`src/rtl/sb_pkg.sv`:
```
package sb_pkg;
    // Counter width that can hold 0..p.
    function automatic int cnt_width(int p);
        return (p < 2) ? 1 : $clog2(p + 1);
    endfunction
endpackage

```
`src/rtl/sb_popcount.sv`:
```
module sb_popcount #(
    parameter int N = 4,
    parameter int W = 3
) (
    input  logic [N-1:0] bits_i,
    output logic [W-1:0] count_o
);
    always_comb begin
        count_o = '0;
        for (int i = 0; i < N; i++) begin
            count_o = count_o + W'(bits_i[i]);
        end
    end
endmodule

```
`src/rtl/sb_sense_bank.sv`:
```
module sb_sense_bank #(
    parameter int N = 4
) (
    input  logic         clk_i,
    input  logic         rst_ni,
    input  logic [N-1:0] flip_i,
    output logic [N-1:0] sense_o
);
    typedef struct packed {
        logic [N-1:0] sense;
    } bank_t;

    bank_t st_d, st_q;

    always_comb begin
        st_d = st_q;
        for (int i = 0; i < N; i++) begin
            if (flip_i[i]) st_d.sense[i] = ~st_q.sense[i];
        end
    end

    always_ff @(posedge clk_i) begin
        if (!rst_ni) st_q <= '0;
        else         st_q <= st_d;
    end

    assign sense_o = st_q.sense;
endmodule

```
`src/rtl/sb_episode.sv`:
```
module sb_episode #(
    parameter int N  = 4,
    parameter int CW = 3
) (
    input  logic          clk_i,
    input  logic          rst_ni,
    input  logic [CW-1:0] add_i,
    output logic [CW-1:0] cnt_o,
    output logic          flag_o
);
    localparam logic [CW:0] FULL = (CW+1)'(N);

    typedef struct packed {
        logic [CW-1:0] cnt;
        logic          flag;
    } ep_t;

    ep_t         st_d, st_q;
    logic [CW:0] sum;

    always_comb begin
        st_d = st_q;
        sum  = {1'b0, st_q.cnt} + {1'b0, add_i};
        if (sum == FULL) begin
            st_d.cnt  = '0;
            st_d.flag = ~st_q.flag;
        end else begin
            st_d.cnt  = sum[CW-1:0];
        end
    end

    always_ff @(posedge clk_i) begin
        if (!rst_ni) st_q <= '0;
        else         st_q <= st_d;
    end

    assign cnt_o  = st_q.cnt;
    assign flag_o = st_q.flag;
endmodule

```
`src/rtl/sense_barrier.sv`:
```
module sense_barrier #(
    parameter int NUM_PART = 4
) (
    input  logic                clk_i,
    input  logic                rst_ni,
    input  logic [NUM_PART-1:0] arrive_i,
    output logic [NUM_PART-1:0] release_o
);
    localparam int CW = sb_pkg::cnt_width(NUM_PART);

    logic [NUM_PART-1:0] eff_w;
    logic [NUM_PART-1:0] sense_w;
    logic [CW-1:0]       add_w;
    logic [CW-1:0]       cnt_w;
    logic                flag_w;

    // Only participants not already waiting may join the round.
    assign eff_w = arrive_i & release_o;

    sb_popcount #(.N(NUM_PART), .W(CW)) u_pop (
        .bits_i  (eff_w),
        .count_o (add_w)
    );

    sb_sense_bank #(.N(NUM_PART)) u_bank (
        .clk_i   (clk_i),
        .rst_ni  (rst_ni),
        .flip_i  (eff_w),
        .sense_o (sense_w)
    );

    sb_episode #(.N(NUM_PART), .CW(CW)) u_ep (
        .clk_i  (clk_i),
        .rst_ni (rst_ni),
        .add_i  (add_w),
        .cnt_o  (cnt_w),
        .flag_o (flag_w)
    );

    assign release_o = ~(sense_w ^ {NUM_PART{flag_w}});
endmodule

```
`config.mk`:
```
export PLATFORM = sky130hd
export DESIGN_NAME = sense_barrier
export DESIGN_NICKNAME = d
export VERILOG_FILES = /design/src/rtl/sb_pkg.sv /design/src/rtl/sb_popcount.sv /design/src/rtl/sb_sense_bank.sv /design/src/rtl/sb_episode.sv /design/src/rtl/sense_barrier.sv
export SDC_FILE = /design/constraint.sdc
export NUM_CORES = 1
export LEC_CHECK = 0
export ABC_AREA = 1
export CELL_PAD_IN_SITES_DETAIL_PLACEMENT = 1
export CELL_PAD_IN_SITES_GLOBAL_PLACEMENT = 1
export CORE_MARGIN = 4
export CORE_UTILIZATION = 31
export DETAILED_ROUTE_END_ITERATION = 7
export PLACE_DENSITY_LB_ADDON = 0.1
export REMOVE_ABC_BUFFERS = 1
export SYNTH_ARGS = -nofsm -noshare
export SYNTH_HDL_FRONTEND = slang
export SYNTH_HIERARCHICAL = 1
export SYNTH_SLANG_ARGS = --single-unit
```
`constraint.sdc`:
```
create_clock -name clk_i -period 5.6 [get_ports clk_i]
set_input_delay 0.56 -clock clk_i [delete_from_list [all_inputs] [get_ports clk_i]]
set_output_delay 0.56 -clock clk_i [all_outputs]
set_load 0.02 [all_outputs]
```
; ---- Yosys cells after proc, flatten, opt, wreduce, memory -nomap -nowiden
; Cells that the tools add are included.
[totals]
input_bits = 6
regBits = 8
out_inout_bits = 4
wordCells = 21
[op_classes]
n_bitwise = 9
n_eq_ne = 1
n_addsub = 4
reduce_logical = 1
[ops]
columns = cell, count
row1 = 3-bit by 1-bit adder with 3-bit output, 2
row2 = 1-bit inverter, 6
row3 = 3-bit by 3-bit adder with 4-bit output, 1
row4 = 4-bit bitwise AND, 1
row5 = 4-bit by 3-bit equality test with 1-bit output (second input constant), 1
row6 = 4-bit inverter, 1
row7 = 4-bit bitwise XOR, 1
row8 = 1-bit by 1-bit adder with 2-bit output, 1
row9 = 2-bit OR reduction, 1

; ---- Depth between registers and ports, before layout
[logic_depth]
ltp_word = 9
ltp_mapped = 18
depth_no_buf = 18

; ---- Hierarchy
; The synthesis kept the hierarchy.
[by_module_without_submodules]
columns = module, area_each_um2, seq_area_each_um2, instances, cells_per_inst
row1 = sb_episode, 240.2, 80.1, 1, 33
row2 = sb_sense_bank, 140.1, 80.1, 1, 20
row3 = sense_barrier, 128.9, 0.0, 1, 29
row4 = sb_popcount, 63.8, 0.0, 1, 8

; ---- Worst setup path after synthesis
; Ideal clock, no wire load.
[synth_path]
path_type = input -> register
start = input arrive_i[0]
end = register u_ep.st_q (netlist bit u_ep/cnt_o[1])
path_stages = 14
setup_ns = 0.113
required_time_ns = 5.487
path_slack_ns = 2.749
path_buffers = 0
arrival_time_ns = 2.738
cell_sequence = inv_1 nor2_2 inv_1 fa_1 inv_1 ha_1 ha_1 inv_1 fa_1 nand2_1 nor2_2 nand2_1 nand2_1 nor2_1
[synth_between]
elab_chain_len = 7
[synth_rtl]
columns = element, line_no
row1 = from (decl), sense_barrier.sv:6  ; input logic [NUM_PART-1:0] arrive_i,
row2 = 4-bit bitwise AND (*), sense_barrier.sv:18  ; assign eff_w = arrive_i & release_o;
row3 = named net eff_w[0], sense_barrier.sv:11  ; logic [NUM_PART-1:0] eff_w;
row4 = 1-bit by 1-bit adder with 2-bit output (*), sb_popcount.sv:11  ; count_o = count_o + W'(bits_i[i]);
row5 = 3-bit by 1-bit adder with 3-bit output (*) (2 in series), sb_popcount.sv:11
row6 = named net add_w[1], sense_barrier.sv:13  ; logic [CW-1:0] add_w;
row7 = 3-bit by 3-bit adder with 4-bit output (*), sb_episode.sv:23  ; sum = {1'b0, st_q.cnt} + {1'b0, add_i};
row8 = 4-bit by 3-bit equality test with 1-bit output, sb_episode.sv:24  ; if (sum == FULL) begin
row9 = 2-bit OR reduction (no source line), --
row10 = to (signal assigned), sb_episode.sv:34  ; else st_q <= st_d;
row11 = to (decl), sb_episode.sv:18  ; ep_t st_d, st_q;
; The timed path passes the listed nets; every way through them passes the cells marked *.
; A chain may end at the register's enable or synchronous reset.

; ---- Worst setup path in the final report
[layout_path]
start = input arrive_i[0]
end = register u_ep.st_q (netlist bit u_ep/cnt_o[2])
; The elaborated chain is that of the path after synthesis.

==> results_dict.tcl <==
set metrics [dict create \
    dp_hpwl_microns 940 \
    postPlaceCellArea_sq_um 694 \
    ys_seq_elements 8 \
    clk-insertion-delay-late_ns 0.25 \
    die_w_microns 51.0 \
    design_area_sq_um 717 \
    area_growth_syn_to_layout_pct 25.1 \
    rsz0062_at_grt "no" \
    diodes 0 \
    drt-wirelength-per-cell_microns 8.59 \
    power.leakage_uw 0.000383 \
    clk_pin_slew_worst_paths_ns 0.06 \
    drive_gt1_frac 0.137 \
    hold_viol 0 \
    drv_slew 0 \
    synth_top_area_cell "dfxtp_1" \
    cts_hold_buffers 0 \
    cts_buffers 3 \
    tns_ns 0 \
    max-cap-violations 0 \
    setup_violations 0 \
    crit_arrival_ns 3.37 \
    drc 0 \
    start_util 0.328 \
    netlist_top_cells_count "25 x nand2_1, 24 x inv_1, 12 x nor2_1" \
    path_max_fanout 3 \
    worst_pin_slew_ns 0.289 \
    max_freq_mhz 310 \
    ir_drop_uv 214 \
    grtUsageTotal 0.104 \
    grt_max_degree 8 \
    avgViaCountPerCell 4.14 \
    first_pass_iters 4 \
    syn_area_sq_um 573 \
    gp_congestion 0.801 \
    crit_path_start_kind "primary input" \
    synth-edff-count 0 \
    synth_top_area_frac 0.279 \
    cts_tree "yes" \
    power.density_nw_per_um2 431 \
    yosysWarnings 6 \
    grt_pass1_vias 471 \
    slew_headroom 0.807 \
    end_kind "flop" \
    whs_ns 0.518 \
    drt_wl_total_microns 1090 \
    drtIter0Drc 4 \
    pin_count 10 \
    grt_overflow 0 \
    ys_seq_area_frac 0.279 \
    ys.flop_type "dfxtp_1" \
    hold_depth 2 \
    clkSinkCount 8 \
    die-area_sq_um 2600 \
    crit_required_ns 5.74 \
    period_share 0.576 \
    worstSetupPathType "primary input to flop" \
    cts_resized 0 \
    outcome "complete, no violations" \
    htreeDepth 1 \
    avgSynthCellArea_sq_um 6.37 \
    antenna_found_initial 0 \
    rows 15 \
    grt_pass1_wl_microns 1960 \
    vias 526 \
    ctsLongestPathBuffers 2 \
    postCtsSetupRepairBufs 0 \
    layout_min_cycle_time_ns 3.22 \
    synthArstFlopShare 0 \
    die_h_microns 51.0 \
    fp.coreArea_sq_um 1750 \
    synth_cells 90 \
    hold_path.class "flop to flop" \
    clock_skew_ns 0.00581 \
    port_buffers 9 \
    final_util 0.411 \
    antenna_left 0 \
    synth.distinct_cells 11 \
    nets 117 \
    rr_worst_depth 16 \
    synthTopCellsByArea "dfxtp_1 28%, nand2_1 16%, inv_1 16%, ha_1 11%, nor2_1 7.9%" \
    root_buffer "clkbuf_4" \
    yosysMostFrequentCell "nand2_1" \
]
-- worst paths after layout --
| check | slack [ns] | endpoint | startpoint |
|---|---|---|---|
| min reg2reg | 0.52 | u_bank/sense_o[0] | u_bank/sense_o[0] |
| max | 2.38 | u_ep/cnt_o[2] | arrive_i[0] |
| min | 0.52 | u_bank/sense_o[0] | u_bank/sense_o[0] |
| max reg2reg | 2.47 | u_ep/cnt_o[2] | u_ep/flag_o |
-- state kept, by name, summed over array words and instances (netlist names) --
signal,flops
u_bank/sense_o,4
u_ep/flag_o,1
u_ep/cnt_o,3
-- critical path, cell delays in order --
cell	delay, ns
clkdlybuf4s50_1	0.45
inv_1	0.04
nor2_2	0.14
inv_1	0.08
fa_1	0.53
inv_1	0.04
ha_1	0.17
ha_1	0.30
inv_1	0.06
fa_1	0.55
nand2_1	0.07
nor2_2	0.14
nand2_1	0.08
nand2_1	0.09
nor2_1	0.05
-- per-stage QoR --
step                total power, uW  cells  worst slack, ns
global placement                267    124             2.11
global route                    350    127             2.20
CTS                             317    127             2.36
floorplan                       219     90             2.75
detailed placement              270    124             2.09
finish                          309    127             2.38
-- report_power, final --
part | internal (uW) | switching, uW
Clock | 24.5 | 19.7
Combinational | 77.2 | 102
Sequential | 73.2 | 11.9
-- cell families after synthesis --
logic type,count (synthesis),synth area share
AO/OA/AOI/OAI,1,0.00873
adder cells (fa/ha/maj),7,0.179
buffers and inverters,25,0.164
flip-flops,8,0.279
AND/OR/NAND/NOR,49,0.369
-- cells in the final DEF, fill, tap and decap left out, drive strengths merged --
| master | instances |
|---|---|
| ha | 5 |
| dfxtp | 8 |
| fa | 2 |
| nand2 | 30 |
| clkdlybuf4s50 | 9 |
| nand3 | 2 |
| nor2 | 17 |
| inv | 25 |
| a21oi | 1 |
| clkbuf | 3 |
-- area by class of cell --
| class | count | area (sq um) |
|---|---|---|
| fill | 225 | 1030 |
| clock buffer | 3 | 22.5 |
| inverter | 25 | 93.8 |
| multi-input combinational | 57 | 319 |
| tap | 25 | 31.3 |
| sequential | 8 | 160 |
| timing repair buffer | 9 | 90.1 |
-- per-layer routing --
layer / GRT usage / up-vias / routed length (microns)
li1: - / 280 / -
met1: 0.127 / 235 / 516
met2: 0.159 / 9 / 495
met3: 0.0612 / 2 / 71
met4: 0.0135 / 0 / 8
met5: 0 / - / 0
Note: power is estimated with default switching activity, not from simulation.
